===== src/rtl/phase_count_unit.sv =====
module phase_count_unit #(
  parameter int W = 16
) (
  input  logic           clk,
  input  logic           rst_n,
  input  logic           pin_a,
  input  logic           pin_b,
  input  logic           pin_c,
  input  logic           pin_d,
  input  logic           wr_en,
  input  logic [2:0]     addr,
  input  logic [2*W-1:0] wdata,
  output logic [2*W-1:0] rdata
);
  localparam int W2 = 2 * W;
  localparam logic [2:0] AD_CTRL = 3'd0;
  localparam logic [2:0] AD_CNT1 = 3'd1;
  localparam logic [2:0] AD_CNT2 = 3'd2;
  localparam logic [2:0] AD_CNTJ = 3'd3;
  localparam logic [2:0] AD_CEL1 = 3'd4;
  localparam logic [2:0] AD_CEL2 = 3'd5;
  localparam logic [2:0] AD_CELJ = 3'd6;

  logic [3:0] sync1, sync2, prev;
  logic run1, run2, join_en, alt_sel;
  logic [1:0] mode1, mode2;
  logic [W-1:0] cnt_lo, cnt_hi, lo_n, hi_n;
  logic [W-1:0] ceil1, ceil2;
  logic [W2-1:0] ceilj;
  logic [1:0] now1, old1, now2, old2;
  logic st1, up1, st2, up2;

  function automatic logic [1:0] decode(input logic [1:0] mode,
                                        input logic [1:0] cur,
                                        input logic [1:0] old);
    logic ca, cb;
    ca = cur[1] ^ old[1];
    cb = cur[0] ^ old[0];
    case (mode)
      2'd0:    decode = {cur[1] & ~old[1], cur[0]};
      2'd1:    decode = {cb & ~ca, cur[0] == cur[1]};
      default: decode = {ca ^ cb, ca ? (cur[1] != cur[0]) : (cur[0] == cur[1])};
    endcase
  endfunction

  function automatic logic [W-1:0] step_h(input logic [W-1:0] v,
                                          input logic [W-1:0] c,
                                          input logic up);
    if (up) step_h = (v >= c) ? '0 : v + 1'b1;
    else    step_h = (v == '0) ? c : v - 1'b1;
  endfunction

  function automatic logic [W2-1:0] step_f(input logic [W2-1:0] v,
                                           input logic [W2-1:0] c,
                                           input logic up);
    if (up) step_f = (v >= c) ? '0 : v + 1'b1;
    else    step_f = (v == '0) ? c : v - 1'b1;
  endfunction

  always_ff @(posedge clk or negedge rst_n) begin
    if (!rst_n) begin
      sync1 <= '0;
      sync2 <= '0;
      prev  <= '0;
    end else begin
      sync1 <= {pin_a, pin_b, pin_c, pin_d};
      sync2 <= sync1;
      prev  <= sync2;
    end
  end

  assign now1 = sync2[3:2];
  assign old1 = prev[3:2];
  assign now2 = alt_sel ? sync2[1:0] : sync2[3:2];
  assign old2 = alt_sel ? prev[1:0]  : prev[3:2];
  assign {st1, up1} = decode(mode1, now1, old1);
  assign {st2, up2} = decode(mode2, now2, old2);

  always_comb begin
    lo_n = cnt_lo;
    hi_n = cnt_hi;
    if (join_en) begin
      if (run2 && st2) {hi_n, lo_n} = step_f({cnt_hi, cnt_lo}, ceilj, up2);
    end else begin
      if (run1 && st1) lo_n = step_h(cnt_lo, ceil1, up1);
      if (run2 && st2) hi_n = step_h(cnt_hi, ceil2, up2);
    end
    if (wr_en) begin
      case (addr)
        AD_CNT1: if (wdata <= {{W{1'b0}}, ceil1}) lo_n = wdata[W-1:0];
        AD_CNT2: if (wdata <= {{W{1'b0}}, ceil2}) hi_n = wdata[W-1:0];
        AD_CNTJ: if (wdata <= ceilj) {hi_n, lo_n} = wdata;
        default: ;
      endcase
    end
  end

  always_ff @(posedge clk or negedge rst_n) begin
    if (!rst_n) begin
      cnt_lo <= '0;
      cnt_hi <= '0;
    end else begin
      cnt_lo <= lo_n;
      cnt_hi <= hi_n;
    end
  end

  always_ff @(posedge clk or negedge rst_n) begin
    if (!rst_n) begin
      run1    <= 1'b0;
      run2    <= 1'b0;
      join_en <= 1'b0;
      alt_sel <= 1'b0;
      mode1   <= 2'd0;
      mode2   <= 2'd0;
      ceil1   <= '1;
      ceil2   <= '1;
      ceilj   <= '1;
    end else if (wr_en) begin
      case (addr)
        AD_CTRL: begin
          run1    <= wdata[0];
          run2    <= wdata[1];
          join_en <= wdata[2];
          alt_sel <= wdata[3];
          mode1   <= wdata[5:4];
          mode2   <= wdata[7:6];
        end
        AD_CEL1: ceil1 <= wdata[W-1:0];
        AD_CEL2: ceil2 <= wdata[W-1:0];
        AD_CELJ: ceilj <= wdata;
        default: ;
      endcase
    end
  end

  always_comb begin
    rdata = '0;
    case (addr)
      AD_CTRL: rdata[7:0] = {mode2, mode1, alt_sel, join_en, run2, run1};
      AD_CNT1: rdata[W-1:0] = cnt_lo;
      AD_CNT2: rdata[W-1:0] = cnt_hi;
      AD_CNTJ: rdata = {cnt_hi, cnt_lo};
      AD_CEL1: rdata[W-1:0] = ceil1;
      AD_CEL2: rdata[W-1:0] = ceil2;
      AD_CELJ: rdata = ceilj;
      default: rdata = '0;
    endcase
  end
endmodule


===== config.mk =====
export PLATFORM = sky130hd
export DESIGN_NAME = phase_count_unit
export DESIGN_NICKNAME = d
export VERILOG_FILES = /design/src/rtl/phase_count_unit.sv
export SDC_FILE = /design/constraint.sdc
export NUM_CORES = 1
export LEC_CHECK = 0
export BUFFER_PORTS_ARGS = -buffer_cell sky130_fd_sc_hd__buf_2
export CORE_AREA = 2 2 142 144
export CTS_CLUSTER_DIAMETER = 200
export CTS_CLUSTER_SIZE = 10
export DETAILED_ROUTE_END_ITERATION = 8
export DIE_AREA = 0 0 144 146
export PLACE_DENSITY = 0.81
export SLEW_MARGIN = 40
export SYNTH_ARGS = -nofsm -noshare
export SYNTH_HDL_FRONTEND = slang
export SYNTH_SLANG_ARGS = --single-unit

===== constraint.sdc =====
create_clock -name clk -period 4 [get_ports clk]
set_input_delay 0.4 -clock clk [delete_from_list [all_inputs] [get_ports clk]]
set_output_delay 0.4 -clock clk [all_outputs]
set_load 0.02 [all_outputs]

==> reports/summary.md <==
* finished clean — run status
* 51 — row count
* 0.44 ns — clock network latency to the later pin of the worst-skew pair
* 1616 — number of filler cells placed in the layout
* 0.00298 mm² — FF+latch area
* 271 MHz — highest clock rate
* dfstp_2 — leading register cell type out of synthesis
* 14.2% — Synth top area share
* 39.3% — relative max-transition margin
* 4.32 ns — Worst Path Required
* 116 — Synth Register Bits
* 5.13 mm — met3 WL post-DR
* 144 µm — Die X-Extent
* nor4_1 — cell type of the slowest stage on the worst timing path
* 0.00838 mm² — multi-input logic area
* inv_1 > ha_1 > nand4_1 > nor4_1 > and3_1 > a22o_1 > or3_4 > nor2_4 > o311ai_1 > o21ai_1 > mux2_2 — cell chain of the critical path
* nand2_1, ha_1, o21ai_0 — most frequent cells in the layout
* 33.0 mm — detailed placement HPWL
* 12.0k — via count of the first global-routing pass
* 5.85 nW — reported leakage power
* in -> reg — Hold/Removal Path Class
* 17.4 mm — Met1 Routed Length
* 0.0121 mm² — Cell Area, Synth
* 0.0193 mm² — area inside the core boundary
* ha_1 — largest area contributor in the synthesized netlist
* 0.397 mV — worst IR drop on VDD
* 0 — overflow left after global routing
* 1462 — number of standard cells after synthesis
* 8.28 µm² — post-synthesis average cell area
* 49 — pin count of the biggest net entering global routing
* 0 ns — setup TNS
* 0 — Pins Over Slew Limit
* 4 — CTS H-Tree Depth
* 100% — FFs w/ async S/R, synth
* 0.998 — routability congestion estimate from global placement
* 0 — post-detailed-route count of antenna-violating nets
* 0 — # Max-Cap Violations
* 3.69 ns — fin crit period
* 4.01 ns — CP Data Arrival Time
* 62.6% — initial core utilization
* 146 µm — Die Height
* 0 — Setup-failing EPs final
* 21 — critical path fanouts, max
* done — TritonCTS clock tree
* 69.7 mm — wire length of the first global-routing pass
* 7.03 — average via count per standard cell
* 1687 — layout net count
* 43.6% — total global-route track usage
* 69.6% — utilization of the core after routing
* 0 — endpoints failing hold
* 12.6k — DR vias
* 0 — antenna fix cells
* 0.0658 ns — Hold Worst Slack
* 0 — number of warnings reported in the yosys synthesis log
* 0.0210 mm² — die area
* ha_1, dfstp_2, dfrtp_1 — top cells by area, synth
* clkbuf_16 — root cell of the clock tree
* 11.2% — synth-to-layout area growth
* flop — critical path launch point type
* 0.908 ns — transition time at the pin with the least slew margin
* 19.8 mm — Met2 Routed Length
* 0 — DRC errors left
* met4 — highest metal layer with signal wires
* 25.5 µm — Wirelength per Cell
* 662 mW/mm² — areal power density over the cells
* 1641 — syn nets
* 17 — TritonCTS Buffers
* 0.78 ns — largest stage delay on the critical path
* 0 — number of synthesized flops with an enable pin
* 1911 — initial drt markers
* 0 — number of antenna violations at the first check in global routing
* reg -> reg — path type of the worst setup path
* 7 — number of detailed-routing iterations run before antenna repair
* 0 — Setup Fix Bufs, Post-CTS
* 74 — boundary pin count
* 116 — CTS Sinks
* 2 — Max Root-Sink Buffers
* 45.5 mm — post-detailed-routing wire length
* false — unrepaired setup endpoints after global routing
* 0.07 ns — clock transition at the registers of the reported paths
* 73 — Port-buffer cells
* 21.0% — fraction of final layout cells sized beyond drive strength 1
* nand2_1 — most frequent standard cell in the layout excluding fill and tap cells
* flop — crit end category
* 0.0147 ns — clk_skew
* 81 — number of distinct library cell variants in the gate-level netlist after synthesis
* 92.3% — ratio of final minimum period to clock period
* 24.6% — sequential cell area fraction in the yosys report
==> flip-flops by register name, summed over array words and instances (netlist names) <==
signal / cells
run2: 1
sync1: 4
mode1: 2
mode2: 2
ceil1: 16
cnt_hi: 16
cnt_lo: 16
alt_sel: 1
join_en: 1
sync2: 4
ceilj: 32
ceil2: 16
run1: 1
prev: 4
==> what timing repair did <==
action / CTS / global route
hold buffers: 1 / 0
hold endpoints to repair: 7 / 0
resized for setup: 0 / 0
==> layer usage <==
metal	up-vias	GRT usage, %
met1	5907	57.4
met5	-	0
met3	245	9.44
met2	883	65.8
li1	5518	-
met4	0	25.0
==> kinds of logic (layout without fill, tap and decap cells) <==
group,Yosys count,in the layout,synth area share (%)
AO/OA/AOI/OAI,464,464,25.9
AND/OR/NAND/NOR,425,425,17.3
adder cells (fa/ha/maj),137,137,14.2
buffers and inverters,186,245,6.34
flip-flops,116,116,24.6
multiplexers,68,68,6.79
XOR/XNOR,66,66,4.84
==> synthesized netlist by cell type, types with 10 or more instances <==
cell	instances
nand2_1	144
ha_1	137
o21ai_0	130
nor2_1	103
a21oi_1	93
inv_1	80
clkbuf_1	70
dfstp_2	64
mux2_2	59
dfrtp_1	52
a22o_1	46
xnor2_1	41
nand4_1	27
a221oi_1	26
nand3_1	26
a21o_1	25
nor3_1	24
xor2_1	24
nor2b_1	21
a211oi_1	16
nor4_1	16
buf_2	15
o211ai_1	13
and3_1	12
buf_1	12
o21a_1	10
o31ai_1	10
or3_1	10
==> report_power, final <==
group          leakage [nW]  total, mW  switching, mW  internal [mW]
Clock                 0.313       1.71          0.695           1.01
Combinational          4.25       4.98           3.01           1.97
Sequential             1.29       2.23          0.632           1.60
==> metrics by stage <==
step | power (mW) | instances | area [µm²] | worst slack, ns
2_1_floorplan | 5.45 | 1462 | 12100 | 1.01
3_3_place_gp | 6.85 | 1752 | 12800 | 0.504
3_5_place_dp | 6.98 | 1753 | 12800 | 0.468
4_1_cts | 8.72 | 1786 | 13500 | 0.440
5_1_grt | 9.45 | 1786 | 13500 | 0.164
6_report | 8.92 | 1786 | 13500 | 0.307
==> critical path: cells and delay by family, from the launching register on <==
kind,cells,cell delay (ns)
flops,1,0.54
simple gates,5,1.77
mux,1,0.27
buf+inv,1,0.10
fa+ha+maj,1,0.34
compound gates,3,0.54
==> final timing paths <==
kind	start	slack [ns]	depth (start not counted)	end
max reg2reg	ceilj[30]	0.31	11	cnt_lo[0]
min reg2reg	sync1[3]	0.35	0	sync2[3]
min	pin_d	0.07	1	sync1[0]
min in group asynchronous	rst_n	0.42	2	cnt_hi[9]
max in group asynchronous	rst_n	2.61	3	cnt_lo[5]
max	ceilj[30]	0.31	11	cnt_lo[0]
==> layout make-up <==
type                       count  share of cell area, %
sequential                   116                   22.1
clock inverter                15                   1.54
timing repair buffer         133                   6.22
inverter                      80                   2.23
tap                          265                   2.46
clock buffer                  17                   3.16
multi-input combinational   1160                   62.2
Power figures use the tool's default switching activity.
